[src/rtl/thermcode_pkg.sv]
package thermcode_pkg;

  localparam int CODE_W   = 12;
  localparam int TBL_N    = 36;
  localparam int TBL_AW   = $clog2(TBL_N);
  localparam int STEP_MC  = 5000;
  localparam int COLD_MC  = -40000;
  localparam int HOT_MC   = 125000;

  typedef enum logic [2:0] {
    ST_IDLE,
    ST_SEARCH,
    ST_MUL,
    ST_DIV,
    ST_DONE
  } tc_state_t;

  // Calibration codes, descending; index 0 and TBL_N-1 are saturation sentinels.
  function automatic logic [CODE_W-1:0] tbl_code(input int idx);
    case (idx)
      0:  return 12'd4095;
      1:  return 12'd3800;
      2:  return 12'd3792;
      3:  return 12'd3783;
      4:  return 12'd3774;
      5:  return 12'd3765;
      6:  return 12'd3756;
      7:  return 12'd3747;
      8:  return 12'd3737;
      9:  return 12'd3728;
      10: return 12'd3718;
      11: return 12'd3708;
      12: return 12'd3698;
      13: return 12'd3688;
      14: return 12'd3678;
      15: return 12'd3667;
      16: return 12'd3656;
      17: return 12'd3645;
      18: return 12'd3634;
      19: return 12'd3623;
      20: return 12'd3611;
      21: return 12'd3600;
      22: return 12'd3588;
      23: return 12'd3575;
      24: return 12'd3563;
      25: return 12'd3550;
      26: return 12'd3537;
      27: return 12'd3524;
      28: return 12'd3510;
      29: return 12'd3496;
      30: return 12'd3482;
      31: return 12'd3467;
      32: return 12'd3452;
      33: return 12'd3437;
      34: return 12'd3421;
      default: return 12'd0;
    endcase
  endfunction

  // Temperatures are computed from the fixed step rather than stored.
  function automatic logic signed [31:0] tbl_temp(input int idx);
    if (idx <= 0)
      return 32'(COLD_MC);
    else if (idx >= TBL_N - 1)
      return 32'(HOT_MC);
    else
      return 32'(COLD_MC + (idx - 1) * STEP_MC);
  endfunction

endpackage

[src/rtl/thermcode_rom.sv]
module thermcode_rom
  import thermcode_pkg::*;
#(
  parameter int TEMP_W = 32
) (
  input  logic [TBL_AW-1:0]        addr,
  output logic [CODE_W-1:0]        code_cur,
  output logic [CODE_W-1:0]        code_prev,
  output logic signed [TEMP_W-1:0] temp_cur,
  output logic signed [TEMP_W-1:0] temp_prev
);

  localparam int PORTS = 2;

  logic [TBL_AW-1:0]        port_addr [PORTS];
  logic [CODE_W-1:0]        port_code [PORTS];
  logic signed [TEMP_W-1:0] port_temp [PORTS];

  // Port 0 reads the entry itself, port 1 the warmer-code neighbour above it.
  assign port_addr[0] = addr;
  assign port_addr[1] = (addr == '0) ? '0 : TBL_AW'(addr - 1'b1);

  generate
    for (genvar p = 0; p < PORTS; p++) begin : g_port
      assign port_code[p] = tbl_code(int'(port_addr[p]));
      assign port_temp[p] = TEMP_W'(tbl_temp(int'(port_addr[p])));
    end
  endgenerate

  assign code_cur  = port_code[0];
  assign code_prev = port_code[1];
  assign temp_cur  = port_temp[0];
  assign temp_prev = port_temp[1];

endmodule

[src/rtl/thermcode_search.sv]
module thermcode_search
  import thermcode_pkg::*;
(
  input  logic              clk,
  input  logic              rst,
  input  logic              load_i,
  input  logic              active_i,
  input  logic [CODE_W-1:0] code_i,
  input  logic [CODE_W-1:0] c_mid_i,
  input  logic [CODE_W-1:0] c_prev_i,
  output logic [TBL_AW-1:0] mid_o,
  output logic              hit_o,
  output logic [TBL_AW-1:0] idx_o
);

  localparam int W = TBL_AW + 1;

  logic [W-1:0] lo_q, hi_q, mid;
  logic         empty, bracket;

  assign mid     = W'((lo_q + hi_q) >> 1);
  assign empty   = (lo_q > hi_q) || (mid == '0);
  assign bracket = (code_i >= c_mid_i) && (code_i < c_prev_i);
  assign hit_o   = active_i && (empty || bracket);
  // Only the top code of the range misses every bracket; entry 1 then yields the cold limit.
  assign idx_o   = empty ? TBL_AW'(1) : mid[TBL_AW-1:0];
  assign mid_o   = mid[TBL_AW-1:0];

  always_ff @(posedge clk) begin
    if (rst) begin
      lo_q <= '0;
      hi_q <= '0;
    end else if (load_i) begin
      lo_q <= '0;
      hi_q <= W'(TBL_N - 1);
    end else if (active_i && !hit_o) begin
      if (code_i < c_mid_i)
        lo_q <= W'(mid + 1'b1);
      else
        hi_q <= W'(mid - 1'b1);
    end
  end

endmodule

[src/rtl/thermcode_divider.sv]
module thermcode_divider #(
  parameter int NUM_W = 20,
  parameter int DEN_W = 12
) (
  input  logic             clk,
  input  logic             rst,
  input  logic             start_i,
  input  logic [NUM_W-1:0] num_i,
  input  logic [DEN_W-1:0] den_i,
  output logic             done_o,
  output logic [NUM_W-1:0] quot_o
);

  localparam int CNT_W = $clog2(NUM_W + 1);

  logic [NUM_W-1:0] shift_q;
  logic [DEN_W-1:0] rem_q;
  logic [DEN_W-1:0] den_q;
  logic [CNT_W-1:0] cnt_q;
  logic [DEN_W:0]   trial;
  logic             fits;

  assign trial = {rem_q, shift_q[NUM_W-1]};
  assign fits  = (trial >= {1'b0, den_q});

  always_ff @(posedge clk) begin
    if (rst) begin
      shift_q <= '0;
      rem_q   <= '0;
      den_q   <= '0;
      cnt_q   <= '0;
      quot_o  <= '0;
      done_o  <= 1'b0;
    end else begin
      done_o <= 1'b0;
      if (start_i) begin
        shift_q <= num_i;
        rem_q   <= '0;
        den_q   <= den_i;
        quot_o  <= '0;
        cnt_q   <= CNT_W'(NUM_W);
      end else if (cnt_q != '0) begin
        shift_q <= {shift_q[NUM_W-2:0], 1'b0};
        rem_q   <= fits ? DEN_W'(trial - {1'b0, den_q}) : trial[DEN_W-1:0];
        quot_o  <= {quot_o[NUM_W-2:0], fits};
        cnt_q   <= cnt_q - 1'b1;
        if (cnt_q == CNT_W'(1))
          done_o <= 1'b1;
      end
    end
  end

endmodule

[src/rtl/thermcode_interp.sv]
module thermcode_interp
  import thermcode_pkg::*;
#(
  parameter int IN_W   = 16,
  parameter int TEMP_W = 32,
  parameter int NUM_W  = 20
) (
  input  logic                     clk,
  input  logic                     rst,
  input  logic                     start,
  input  logic [IN_W-1:0]          code_in,
  output logic                     busy,
  output logic                     res_valid,
  output logic                     res_err,
  output logic signed [TEMP_W-1:0] res_temp
);

  localparam logic [IN_W-1:0] CODE_MAX = IN_W'({CODE_W{1'b1}});

  tc_state_t                state_q;
  logic [CODE_W-1:0]        code_q;
  logic [TBL_AW-1:0]        idx_q;
  logic signed [TEMP_W-1:0] base_q;

  logic [TBL_AW-1:0]        rom_addr, mid, hit_idx;
  logic [CODE_W-1:0]        c_cur, c_prev;
  logic signed [TEMP_W-1:0] t_cur, t_prev;
  logic                     hit, load, div_start, div_done;
  logic [NUM_W-1:0]         num, quot;
  logic [CODE_W-1:0]        den;

  assign busy      = (state_q != ST_IDLE);
  assign load      = (state_q == ST_IDLE) && start && (code_in <= CODE_MAX);
  assign div_start = (state_q == ST_MUL);
  assign rom_addr  = (state_q == ST_SEARCH) ? mid : idx_q;

  // Step is 0 on sentinel spans and the code gap is small elsewhere, so NUM_W bits suffice.
  assign num = NUM_W'(t_cur - t_prev) * NUM_W'(c_prev - code_q);
  assign den = c_prev - c_cur;

  thermcode_rom #(.TEMP_W(TEMP_W)) u_rom (
    .addr      (rom_addr),
    .code_cur  (c_cur),
    .code_prev (c_prev),
    .temp_cur  (t_cur),
    .temp_prev (t_prev)
  );

  thermcode_search u_search (
    .clk      (clk),
    .rst      (rst),
    .load_i   (load),
    .active_i (state_q == ST_SEARCH),
    .code_i   (code_q),
    .c_mid_i  (c_cur),
    .c_prev_i (c_prev),
    .mid_o    (mid),
    .hit_o    (hit),
    .idx_o    (hit_idx)
  );

  thermcode_divider #(.NUM_W(NUM_W), .DEN_W(CODE_W)) u_div (
    .clk     (clk),
    .rst     (rst),
    .start_i (div_start),
    .num_i   (num),
    .den_i   (den),
    .done_o  (div_done),
    .quot_o  (quot)
  );

  always_ff @(posedge clk) begin
    if (rst) begin
      state_q   <= ST_IDLE;
      code_q    <= '0;
      idx_q     <= '0;
      base_q    <= '0;
      res_valid <= 1'b0;
      res_err   <= 1'b0;
      res_temp  <= '0;
    end else begin
      case (state_q)
        ST_IDLE: begin
          if (start) begin
            if (code_in > CODE_MAX) begin
              res_err   <= 1'b1;
              res_temp  <= '0;
              res_valid <= 1'b1;
              state_q   <= ST_DONE;
            end else begin
              code_q  <= code_in[CODE_W-1:0];
              state_q <= ST_SEARCH;
            end
          end
        end
        ST_SEARCH: begin
          if (hit) begin
            idx_q   <= hit_idx;
            state_q <= ST_MUL;
          end
        end
        ST_MUL: begin
          base_q  <= t_prev;
          state_q <= ST_DIV;
        end
        ST_DIV: begin
          if (div_done) begin
            res_temp  <= base_q + $signed({{(TEMP_W-NUM_W){1'b0}}, quot});
            res_err   <= 1'b0;
            res_valid <= 1'b1;
            state_q   <= ST_DONE;
          end
        end
        ST_DONE: begin
          res_valid <= 1'b0;
          state_q   <= ST_IDLE;
        end
        default: state_q <= ST_IDLE;
      endcase
    end
  end

endmodule

[config.mk]
export PLATFORM = sky130hd
export DESIGN_NAME = thermcode_interp
export DESIGN_NICKNAME = d
export VERILOG_FILES = /design/src/rtl/thermcode_pkg.sv /design/src/rtl/thermcode_rom.sv /design/src/rtl/thermcode_search.sv /design/src/rtl/thermcode_divider.sv /design/src/rtl/thermcode_interp.sv
export SDC_FILE = /design/constraint.sdc
export NUM_CORES = 1
export LEC_CHECK = 0
export ABC_AREA = 1
export BUFFER_PORTS_ARGS = -buffer_cell sky130_fd_sc_hd__buf_4
export CELL_PAD_IN_SITES_DETAIL_PLACEMENT = 0
export CELL_PAD_IN_SITES_GLOBAL_PLACEMENT = 1
export CORE_ASPECT_RATIO = 1.5
export CORE_UTILIZATION = 48
export DETAILED_ROUTE_END_ITERATION = 16
export GPL_TIMING_DRIVEN = 0
export HOLD_SLACK_MARGIN = 0.03
export PLACE_DENSITY_LB_ADDON = 0.1
export SYNTH_ARGS = -nofsm -noshare
export SYNTH_HDL_FRONTEND = slang
export SYNTH_SLANG_ARGS = --single-unit
export TNS_END_PERCENT = 5
[constraint.sdc]
create_clock -name clk -period 14.2 [get_ports clk]
set_clock_uncertainty 0.05 [all_clocks]
set_input_delay 1.42 -clock clk [delete_from_list [all_inputs] [get_ports clk]]
set_output_delay 1.42 -clock clk [all_outputs]
set_load 0.05 [all_outputs]
After elaboration in Yosys (flattened, before gate mapping)
Memory sizes are Yosys's and may differ from the RTL's.
Cells that the tools add are included.
- add/sub/neg operators: 14
- multipliers: 3
- magnitude comparators: 11
- equality and inequality tests: 10
- muxes and demuxes: 31
- bitwise logic cells: 3
- reduce and logical (&&, ||, !) cells: 28
- operators by type and width (cell ; number):
    $mux 32 ; 5
    $mux 20 ; 4
    $pmux 32 s2 ; 1
    $mux 6 ; 6
    $add 17x32->32 const A ; 1
    $add 32x21->32 ; 1
    $mul 32x11->17 const B ; 1
    $mul 32x11->29 const B ; 1
    $lt 12x12->1 ; 2
    $sub 12x12->12 ; 2
    $sub 6x1->7 const B ; 3
    $add 17x20->20 const A ; 1
    $mul 20x13->20 ; 1
    $sub 20x20->20 ; 1
    $gt 16x12->1 const B ; 1
    $le 16x12->1 const B ; 1
    $ge 13x12->1 ; 1
    $sub 12x12->13 ; 1
    $ge 12x12->1 ; 1
    $ge 6x6->1 const B ; 2
    $le 6x1->1 const B ; 2
    $mux 12 ; 1
    $mux 3 ; 4
    $pmux 3 s4 ; 1
    30 further kinds ; 55
- register bits: 171
- bits in read-only memories: 1536
- input bits: 19
- output and inout bits: 35
- logic and storage cells: 119
- memories: 2
- memories (name ; depth ; width ; rd ports ; clocked after memory_dff ; wr ports ; RTL line ; RTL):
    (name not given) ; 64 ; 12 ; 1 ; 0 ; 0 ; thermcode_pkg.sv:20 ; case (idx)
    (name not given) ; 64 ; 12 ; 1 ; 0 ; 0 ; thermcode_pkg.sv:20 ;

Logic depth before layout (Yosys ltp)
An unclocked memory read counts as a cell.
- depth after elaboration: 13
- depth in mapped cells: 73
- depth with buffers taken out: 72

Hierarchy
From an unflattened synthesis, not the netlist that was laid out.
- cell total of the unflattened synthesis: 3330
- area, all modules: 22374.0 µm²
- by module, submodules not included (module ; instances ; cells an instance ; area each (µm²) ; sequential area each (µm²)):
    thermcode_interp ; 1 ; 1783 ; 12284.3 ; 1741.7
    thermcode_rom ; 1 ; 724 ; 4528.1 ; 0.0
    thermcode_divider ; 1 ; 492 ; 3524.6 ; 1401.3
    thermcode_search ; 1 ; 331 ; 2037.0 ; 280.3

Worst setup path after synthesis
OpenSTA, ideal clock, no wires.
- path kind: register to register
- start: register u_search.hi_q[0]
- end: register u_div.shift_q[19]
- setup time: 0.112 ns
- arrival time: 11.734 ns
- data required time: 14.038 ns
- path slack: 2.304 ns
- cell stages (with the launch flop): 64
- path buffers: 1
- clock period less this slack: 11.896 ns
- cells stage by stage: dfxtp_1 > ha_1 > fa_1 > inv_1 > nand2_1 > o21ai_4 > ha_1 > nand3_1 > nor2_1 > nand3_4 > buf_6 > inv_1 > nor2_1 > inv_1 > ha_1 > inv_1 > nor2_4 > xor2_1 > [28 not listed] > fa_1 > fa_1 > inv_1 > ha_1 > ha_1 > nand2_1 > nand2_1 > a21oi_1 > nand2b_1 > nand2_1 > nand4_1 > nand3_1 > nand2_1 > nand2_1 > nand2_1 > nand2_1 > nand2_1 > nand2_1
- longest elaborated chain between the ends: 12
- elaborated cells between the ends (all ways): 24
- classes of those cells: add/sub: 8; mul: 3; order compare: 4; mux: 7; reduce/logical: 1; memory: 1
- ends and longest elaborated chain (what ; RTL line ; RTL):
    start: declaration ; thermcode_search.sv:18 ; logic [W-1:0] lo_q, hi_q, mid;
    start signal: assignment ; thermcode_search.sv:35 ; hi_q <= W'(TBL_N - 1);
    start signal: assignment ; thermcode_search.sv:40 ; hi_q <= W'(mid - 1'b1);
    $add 7x7->7 (*) ; thermcode_search.sv:21 ; assign mid = W'((lo_q + hi_q) >> 1);
    $mux 6 (*) ; thermcode_interp.sv:35 ; assign rom_addr = (state_q == ST_SEARCH) ? mid : idx_q;
    $sub 6x1->6 / $logic_not 6->1 (equally long branches) ; thermcode_rom.sv:21 ; assign port_addr[1] = (addr == '0) ? '0 : TBL_AW'(addr - 1'b1);
    $mux 6 ; thermcode_rom.sv:21 ;
    $sub 6x1->7 ; thermcode_pkg.sv:67 ; return 32'(COLD_MC + (idx - 1) * STEP_MC);
    $mul 32x11->29 ; thermcode_pkg.sv:67 ;
    $add 17x32->32 ; thermcode_pkg.sv:67 ;
    $mux 32 ; thermcode_pkg.sv:64 ; else if (idx >= TBL_N - 1)
    $mux 32 ; thermcode_pkg.sv:62 ; if (idx <= 0)
    $sub 20x20->20 ; thermcode_interp.sv:38 ; assign num = NUM_W'(t_cur - t_prev) * NUM_W'(c_prev - code_q);
    $mul 20x13->20 (*) ; thermcode_interp.sv:38 ;
    $mux 20 (*) ; thermcode_divider.sv:36 ; if (start_i) begin
    end signal: assignment ; thermcode_divider.sv:37 ; shift_q <= num_i;
    end signal: assignment ; thermcode_divider.sv:43 ; shift_q <= {shift_q[NUM_W-2:0], 1'b0};
    end: declaration ; thermcode_divider.sv:16 ; logic [NUM_W-1:0] shift_q;
Mark *: on every way between the ends. The rest lies on a longest branch, timed or not.
A chain may end at the register's enable or synchronous reset.

Final worst setup path
Same ends and word-level chain as after synthesis.

==> impl_metrics.py <==
metrics = {
    "clocking": {
        "clk-insertion-delay-late_ns": 0.46,
        "clkSlewWorstSetupHoldPaths_ns": 0.07,
        "tritoncts": "done",
        "htreeDepth": 4,
        "numClockSinks": 165,
        "clockBufferDepth": 2,
        "root_buffer_cell": "clkbuf_16",
        "cts_hold_repair.buffers": 0,
        "num_cts_buffers": 17,
    },
    "drt": {
        "routed_via_count_divided_by_cell_count": 5.361,
        "finalWirelength_mm": 54.91,
        "drt.antenna.violating_nets": 0,
        "drt-pass1-iter-count": 6,
        "first_iter_violations": 820,
        "vias": 16918,
        "route.detailed.wl_per_inst_um": 17.40,
        "post-route-drc-count": 0,
    },
    "timing": {
        "timing_max_transition_violations_final": 0,
        "upper_clock_frequency_limit_mhz": 73.95,
        "final.setup.worst_slack_ns": 0.6766,
        "final.period_utilization": 0.9524,
        "transition_time_at_the_pin_with_the_least_slew_margin_ns": 1.483,
        "hold_viol": 0,
        "layout_min_cycle_time_ns": 13.52,
        "fin_worst_hold_slack_ns": 0.4046,
        "max-slew-margin-rel": 0.009163,
        "setup_viol": 0,
    },
    "final_layout": {
        "multi_input_combinational_cell_area_sq_um": 12980,
        "nFillCells": 3786,
        "layout_area_overhead_pct": 10.39,
        "post_route_cells_drive_above_1_share": 0.06811,
        "final_design_area_no_fill_sq_um": 20060,
        "finish.net_count": 3032,
        "fin_cells": 3156,
        "register_area_sq_um": 3303,
        "antenna_cells": 0,
    },
    "grt": {
        "first_global_vias": 17123,
        "grt_max_degree": 19,
        "globalRoute.busiestLayer": "met2",
        "initial_antenna_violation_count": 1,
        "global_route.usage.total": 0.2925,
        "groute.layer.met1.usage": 0.3187,
        "grt_use_met2": 0.5572,
        "grt_first_pass_wirelength_mm": 87.95,
        "gr-total-overflow": 0,
        "groute.layer.met3.usage": 0.02501,
    },
    "floorplan": {
        "core_area_sq_um": 37020,
        "io-pin-count": 54,
        "row_count": 86,
        "floorplan.die.height_um": 240.3,
        "die_width_um": 160.9,
        "full_die_area_sq_um": 38660,
        "initial_utilization": 0.4909,
    },
    "synthesis": {
        "post_synth_inst_count": 2572,
        "synth_seq_cells": 165,
        "yosys_warnings": 0,
        "ys_dominant_reg_cell": "dfxtp_1",
        "seq_area_frac_synth": 0.1818,
        "syn-num-nets": 2945,
        "synth_edf_count": 0,
        "synth_async_sr_flop_share": 0,
        "postSynthAreaPerCell_sq_um": 7.065,
        "syn-cell-area_sq_um": 18170,
        "netlist-cell-type-count": 64,
    },
    "setup_path": {
        "timing.critical_path.mode_cell": "nand2_1",
        "wp_data_required_ns": 14.51,
        "setup.worst_path.start_class": "flip-flop",
        "worst-endpoint-arrival_ns": 13.83,
        "timing.critical_path.to_type": "flip-flop",
        "slowest_delay_ns": 0.64,
        "critPathKind": "reg2reg",
        "worst-path-max-fanout": 10,
        "critPathSlowestCell": "fa_1",
    },
    "job": {
        "max_cap_viol_count": 1,
    },
    "placed_design": {
        "hpwlAfterDp_mm": 46.18,
        "placed_cells_incl_taps": 3109,
        "gp_congestion": 0.9219,
        "place.port_buffers": 52,
        "placed_cell_area_sq_um": 19170,
        "place_worst_setup_slack_ns": -0.1400,
    },
    "status": {
        "violations": "max-capacitance violations",
        "run_status": "complete, but fails checks",
    },
    "min_path": {
        "hold_path.class": "reg2reg",
    },
}
[placed cells by master, fill, tap and decap left out, types with 41 or more instances in the layout]
master and n:
dfxtp_1 165, a21oi_1 186, nand3_1 110, ha_1 227, clkbuf_1 48, nand2_1 535
xor2_1 41, o21ai_0 134, fa_1 125, buf_4 68, inv_1 454, nor2_1 215
[cell usage after synthesis, types with 2 or more instances]
| cell | n | area, sq um |
|---|---|---|
| a31oi_1 | 11 | 68.82 |
| nor4_1 | 2 | 12.51 |
| nand2_1 | 535 | 2008 |
| o31ai_1 | 7 | 52.55 |
| o211ai_1 | 20 | 150.1 |
| clkinv_1 | 8 | 30.03 |
| o21bai_1 | 9 | 67.56 |
| o32ai_1 | 6 | 52.55 |
| buf_2 | 4 | 20.02 |
| inv_2 | 7 | 26.28 |
| xnor2_1 | 20 | 175.2 |
| ha_1 | 229 | 2865 |
| nand2_4 | 2 | 22.52 |
| fa_1 | 125 | 2502 |
| inv_1 | 457 | 1715 |
| nand3_1 | 110 | 550.5 |
| dfxtp_1 | 165 | 3303 |
| a211oi_1 | 18 | 135.1 |
| nor3_1 | 39 | 195.2 |
| a21o_1 | 5 | 37.54 |
| nand4_1 | 24 | 150.1 |
| a22oi_1 | 2 | 15.01 |
| clkbuf_1 | 48 | 180.2 |
| a2111oi_0 | 2 | 17.52 |
| o221ai_1 | 2 | 17.52 |
| nor2_1 | 216 | 810.8 |
| o21ai_0 | 134 | 670.6 |
| o21ai_1 | 4 | 20.02 |
| xor2_1 | 48 | 420.4 |
| nand2_2 | 7 | 43.79 |
| a221oi_1 | 3 | 26.28 |
| or2_2 | 25 | 156.4 |
| nand3_2 | 4 | 40.04 |
| nand3b_1 | 5 | 37.54 |
| o22ai_1 | 35 | 219.0 |
| a21oi_1 | 188 | 940.9 |
| a22o_1 | 2 | 17.52 |
| o21a_1 | 6 | 45.04 |
| a21boi_0 | 9 | 67.56 |
| or2_1 | 3 | 18.77 |
| buf_6 | 2 | 22.52 |
| nand3_4 | 2 | 35.03 |
[sequential cells by signal, summed over array words and instances (netlist names)]
name           count
res_valid          1
res_temp          32
idx_q              6
u_div.shift_q     17
u_div.rem_q       12
res_err            1
u_div.done_o       1
code_q            12
base_q            29
u_div.den_q       12
u_search.hi_q      7
u_div.cnt_q        5
u_search.lo_q      7
u_div.quot_o      20
state_q            3
[cell families after synthesis]
family,count (synthesis),synth area share
simple gates,981,0.2274
xor+xnor,69,0.03367
fa+ha+maj,354,0.2954
buf+inv,528,0.1104
flops,165,0.1818
compound gates,475,0.1513
[worst paths after layout]
path | startpoint | endpoint | slack (ns) | cells after the start
worst max register to register | u_search.hi_q[0]$_SDFFE_PP0P_ | u_div.shift_q[19]$_SDFFE_PP0P_ | 0.68 | 65
worst min register to register | u_search.hi_q[6]$_SDFFE_PP0P_ | u_search.hi_q[6]$_SDFFE_PP0P_ | 0.40 | 2
worst max-delay path | u_search.hi_q[0]$_SDFFE_PP0P_ | u_div.shift_q[19]$_SDFFE_PP0P_ | 0.68 | 65
worst min-delay path | u_search.hi_q[6]$_SDFFE_PP0P_ | u_search.hi_q[6]$_SDFFE_PP0P_ | 0.40 | 2
[area by class of cell]
type	instances	share of cell area
clock inverters	14	0.009855
clock buffers	18	0.02189
plain buffers	56	0.01179
well taps	484	0.03019
multi-input cells	1879	0.6471
inverters	472	0.08851
flip-flops and latches	165	0.1647
repair buffers	68	0.02595
[repair_timing]
item                                    CTS  global route
resized for setup                         3            22
endpoints found under the setup margin    1             2
pin swaps                                 0             5
buffers inserted                          0            15
[metal layers]
layer  vias to the layer above  wire length, um
met5                         -                0
met1                      7942            21690
met4                         0             2691
li1                       8480                -
met2                       377            28850
met3                       119             1680
[worst max-delay path: cells and delay by family, from the launching register on]
family / cells / cell delay [ns]
adder cells (fa/ha/maj): 16 / 6.75
AND/OR/NAND/NOR: 23 / 2.74
buffers and inverters: 14 / 1.29
AO/OA/AOI/OAI: 8 / 1.24
XOR/XNOR: 4 / 0.99
flip-flops: 1 / 0.33
[through the flow]
step           utilization  TNS (ns)
2_1_floorplan            -         0
3_3_place_gp        0.5178  -0.06974
3_5_place_dp        0.5179   -0.1400
4_1_cts             0.5358         0
5_1_grt             0.5419  -0.01315
6_report            0.5419         0
Power is left out: the tool's default activity adds up to more than one toggle a clock period on the data nets, which glitch-free logic cannot reach.
